==> src/rtl/env_pkg.sv <==
package env_pkg;
  localparam int unsigned LVL_W = 4;
  localparam int unsigned PRE_W = 4;

  typedef struct packed {
    logic cont;
    logic attack;
    logic alt;
    logic hold;
  } shape_t;

  // period of 0 behaves like 1
  function automatic logic [15:0] eff_period(input logic [15:0] p);
    return (p == 16'd0) ? 16'd1 : p;
  endfunction

  // level seen at ramp position pos in the given direction
  function automatic logic [LVL_W-1:0] ramp_level(input logic [LVL_W-1:0] pos, input logic up);
    return up ? pos : ~pos;
  endfunction

  // frozen value once a ramp has finished
  function automatic logic [LVL_W-1:0] end_level(input shape_t s, input logic up);
    if (!s.cont) return '0;
    return (up ^ s.alt) ? '1 : '0;
  endfunction
endpackage

==> src/rtl/env_timer.sv <==
module env_timer #(
  parameter int unsigned PER_W = 16,
  parameter int unsigned PRE_W = 4
) (
  input  logic             clk,
  input  logic             rst_n,
  input  logic             tick_en,
  input  logic             restart,
  input  logic [PER_W-1:0] period,
  output logic             pre_wrap,
  output logic             step_evt
);
  localparam logic [PRE_W-1:0] PRE_LAST = '1;

  logic [PRE_W-1:0] pre_q;
  logic [PER_W-1:0] per_q;
  logic [PER_W-1:0] per_last;

  assign per_last = env_pkg::eff_period(period) - 1'b1;
  assign pre_wrap = tick_en && !restart && (pre_q == PRE_LAST);
  assign step_evt = pre_wrap && (per_q >= per_last);

  always_ff @(posedge clk) begin
    if (!rst_n || restart) begin
      pre_q <= '0;
      per_q <= '0;
    end else if (tick_en) begin
      pre_q <= pre_q + 1'b1;
      if (pre_wrap) per_q <= step_evt ? '0 : per_q + 1'b1;
    end
  end
endmodule

==> src/rtl/env_contour.sv <==
module env_contour
  import env_pkg::*;
(
  input  logic             clk,
  input  logic             rst_n,
  input  logic             restart,
  input  logic             step_evt,
  input  shape_t           shape,
  output logic             held,
  output logic [LVL_W-1:0] level
);
  logic [LVL_W-1:0] pos_q;
  logic             up_q;
  logic             held_q;
  logic [LVL_W-1:0] hold_lvl_q;
  logic             ramp_end;

  assign ramp_end = (pos_q == '1);
  assign held     = held_q;
  assign level    = held_q ? hold_lvl_q : ramp_level(pos_q, up_q);

  always_ff @(posedge clk) begin
    if (!rst_n) begin
      pos_q      <= '0;
      up_q       <= 1'b0;
      held_q     <= 1'b1;
      hold_lvl_q <= '0;
    end else if (restart) begin
      pos_q      <= '0;
      up_q       <= shape.attack;
      held_q     <= 1'b0;
      hold_lvl_q <= '0;
    end else if (step_evt && !held_q) begin
      if (!ramp_end) begin
        pos_q <= pos_q + 1'b1;
      end else if (!shape.cont || shape.hold) begin
        held_q     <= 1'b1;
        hold_lvl_q <= end_level(shape, up_q);
      end else begin
        pos_q <= '0;
        if (shape.alt) up_q <= ~up_q;
      end
    end
  end
endmodule

==> src/rtl/env_shaper.sv <==
module env_shaper #(
  parameter int unsigned PER_W = 16
) (
  input  logic             clk,
  input  logic             rst_n,
  input  logic             tick_en,
  input  logic [PER_W-1:0] period,
  input  logic [3:0]       shape,
  input  logic             restart,
  output logic [3:0]       env_out
);
  logic pre_wrap;
  logic step_evt;
  logic held;

  env_timer #(.PER_W(PER_W), .PRE_W(env_pkg::PRE_W)) u_timer (
    .clk(clk), .rst_n(rst_n), .tick_en(tick_en), .restart(restart),
    .period(period), .pre_wrap(pre_wrap), .step_evt(step_evt)
  );

  env_contour u_contour (
    .clk(clk), .rst_n(rst_n), .restart(restart), .step_evt(step_evt),
    .shape(env_pkg::shape_t'(shape)), .held(held), .level(env_out)
  );
endmodule

==> config.mk <==
export PLATFORM = sky130hd
export DESIGN_NAME = env_shaper
export DESIGN_NICKNAME = d
export VERILOG_FILES = /design/src/rtl/env_pkg.sv /design/src/rtl/env_timer.sv /design/src/rtl/env_contour.sv /design/src/rtl/env_shaper.sv
export SDC_FILE = /design/constraint.sdc
export NUM_CORES = 1
export LEC_CHECK = 0
export BUFFER_PORTS_ARGS = -buffer_cell sky130_fd_sc_hd__buf_2
export CORE_UTILIZATION = 51
export DETAILED_ROUTE_END_ITERATION = 10
export PLACE_DENSITY_LB_ADDON = 0.15
export SYNTH_ARGS = -nofsm -noshare
export SYNTH_HDL_FRONTEND = slang
export SYNTH_SLANG_ARGS = --single-unit
==> constraint.sdc <==
create_clock -name clk -period 6.72 [get_ports clk]
set_input_delay 1.344 -clock clk [delete_from_list [all_inputs] [get_ports clk]]
set_output_delay 1.344 -clock clk [all_outputs]
set_load 0.01 [all_outputs]
==> run metrics <==
status complete, no violations; IO buf count 27; GRT Total Usage 20.2%; maximum clock frequency 0.177 GHz; min Tclk post-route 5.64 ns; CP max FO 9; placed cell area 2070 um2; clk_skew 0.00478 ns; final net count 308; layout cell share with drive strength beyond 1 12.9%; Slew Limit Fails 0; cts hold-fix bufs 0; DR pass1 iterations 4; post-route ant nets 0; pin count of the biggest net entering global routing 16; XOR/XNOR Fraction of Synth Area 15.2%; RR Startpoint u_timer.per_q[0]; RSZ-0062 raised after global routing false; TritonCTS Buffers 3; DRC viols 0; FFs w/ async S/R, synth 0%; cells after synthesis 237; CTS tree built; global-route wire length before repair 6490 um; final instance area 2120 um2; violation count after the first detailed-routing iteration 59; Die Width 63.0 um; Fillers 326; Clock Latency Late Sink 0.27 ns; full die area 3970 um2; initial antenna violation count 0; Critical Path RT 6.89 ns; Vias per Instance 5.39; DR vias 1,665; most used flip-flop cell after synthesis dfxtp_1; Fin. Hold Viols 0; number of synthesized register bits 27; largest family of logic cells by synthesized area simple AND/OR/NAND/NOR gates; Synth warnings 0; Compound-Gate Fraction of Synth Area 13.0%; Tcrit/Tclk final 84.0%; WS Path Type input pin to flip-flop; mux cell area share after synthesis 1.05%; Syn Nets 281; CP endpoint kind flip-flop; CP startpoint period[9]; root buffer cell clkbuf_8; Area Growth Syn to Fin 11.6%; post-synth cell types 40; I/O pins 28; crit path DAT 5.81 ns; Post-synth EDFFs 0; post_cts resized 0; worst slew pin tran 0.883 ns; most common cell after layout, fill and taps aside nor2_1; post-CTS setup buffers 0; Hold WC Path Type flip-flop to flip-flop; Mean Syn Cell Area 8.01 um2; most frequent cells in the layout nor2_1, buf_2, dfxtp_1; Die Y 63.0 um; Routed WL 3720 um; endpoints failing setup 0; Clock Pin Slew Worst Setup and Hold Paths 0.09 ns; Detail Placement HPWL 2980 um; vias in the first global route 1,480; Adder-Cell Fraction of Synth Area 13.2%; CORE AREA 3440 um2; maximum root-to-sink buffer count 2; Seq/Total Area, Yosys 28.5%; setup TNS 0 ns; drt wl/cell 12.0 um; Max Cap Viol 0; total gr overflow 0; Worst slew margin 40.6%; H-tree depth 1; Max VDD drop 91.5 uV; n_diodes 0; starting density of the core 55.1%; synthesized cell area 1900 um2; row cnt 21; Leakage 0.867 nW; area share of and/or/nand/nor cells after synthesis 26.9%; PwrDens 138 nW/um2; CP Launch Type input pin; CTS Sinks 27; RePlAce Congestion 0.788; Hold Startpoint u_contour.hold_lvl_q[2]
==> layout make-up <==
| class | count | area [um2] | share of cell area [%] |
|---|---|---|---|
| multi-input combinational | 199 | 1320 | 62.1 |
| sequential | 27 | 541 | 25.5 |
| timing repair buffer | 27 | 135 | 6.38 |
| tap | 46 | 57.6 | 2.72 |
| clock buffer | 3 | 41.3 | 1.95 |
| inverter | 6 | 22.5 | 1.06 |
| clock inverter | 1 | 5.00 | 0.236 |
==> synth_stat cells (3+ instances only) <==
| master | number | area [um2] |
|---|---|---|
| nor2b_1 | 3 | 18.8 |
| a31oi_1 | 3 | 18.8 |
| ha_1 | 20 | 250 |
| nor3_1 | 7 | 35.0 |
| a21oi_1 | 11 | 55.1 |
| dfxtp_1 | 27 | 541 |
| nor2_1 | 33 | 124 |
| xor2_1 | 20 | 175 |
| nor4_1 | 3 | 18.8 |
| o21ai_0 | 9 | 45.0 |
| nand4_1 | 6 | 37.5 |
| nand3_1 | 9 | 45.0 |
| nand2_1 | 25 | 93.8 |
| inv_1 | 6 | 22.5 |
| nand2b_1 | 5 | 31.3 |
| and3_1 | 3 | 18.8 |
| clkbuf_1 | 5 | 18.8 |
| xnor2_1 | 13 | 114 |
==> kinds of logic (layout without fill, tap and decap cells) <==
family | count (synthesis) | count (layout)
adders and majority gates | 20 | 20
buffers and inverters | 11 | 37
and+or+nand+nor | 105 | 105
AOI/OAI and AO/OA | 39 | 39
DFF | 27 | 27
xor gates and xnor gates | 33 | 33
muxes | 2 | 2
==> worst max-delay path, cell delays in order <==
cell and delay (ns):
buf_2 0.12, or4_4 0.54, or4_1 0.45, or4_4 0.53, nor2b_1 0.17, ha_1 0.20, nor3b_1 0.18, nand2_1 0.11
nor2_1 0.08, nand2_1 0.08, xor2_1 0.07, ha_1 0.29, nand4_1 0.13, a211oi_1 0.24, a32oi_1 0.20, a21oi_1 0.59
a31oi_1 0.17, o311a_1 0.30
==> sequential cells by signal (all words and copies together) (netlist names) <==
register and count:
u_contour.pos_q 4, u_timer.pre_q 4, u_contour.hold_lvl_q 1, u_contour.up_q 1, u_timer.per_q 16, u_contour.held 1
==> per-layer routing <==
layer  routed length, um  global-route usage, %  vias to the layer above
met5                   0                      0                        -
met4                  13                   2.62                        0
met3                  98                   4.38                        2
met2                1770                   32.8                       19
met1                1840                   27.7                      756
li1                    -                      -                      888
==> power breakdown <==
part / internal (mW) / switching (mW) / leakage [nW]
clock network: 0.0415 / 0.0491 / 0.0255
logic: 0.0176 / 0.0206 / 0.623
registers: 0.161 / 0.00255 / 0.218
total: 0.220 / 0.0722 / 0.867
==> path summary, 6_finish.rpt <==
kind / to / cells after the start / slack (ns)
hold / removal: u_contour.hold_lvl_q[2] / 2 / 0.47
setup reg to reg: u_timer.per_q[8] / 8 / 4.21
setup / recovery: u_contour.up_q / 18 / 1.08
hold reg to reg: u_contour.hold_lvl_q[2] / 2 / 0.47
==> per-stage QoR <==
stage	setup slack, ns	power (mW)	hold WS [ns]	std cells	utilization, %
finish	1.08	0.292	0.466	309	61.5
detailed placement	0.821	0.206	0.459	305	60.2
global placement	0.934	0.205	0.446	305	60.2
global route	0.846	0.308	0.516	309	61.5
CTS	1.12	0.296	0.472	309	61.5
floorplan	1.39	0.189	0.438	237	-
Power figures use the tool's default switching activity.
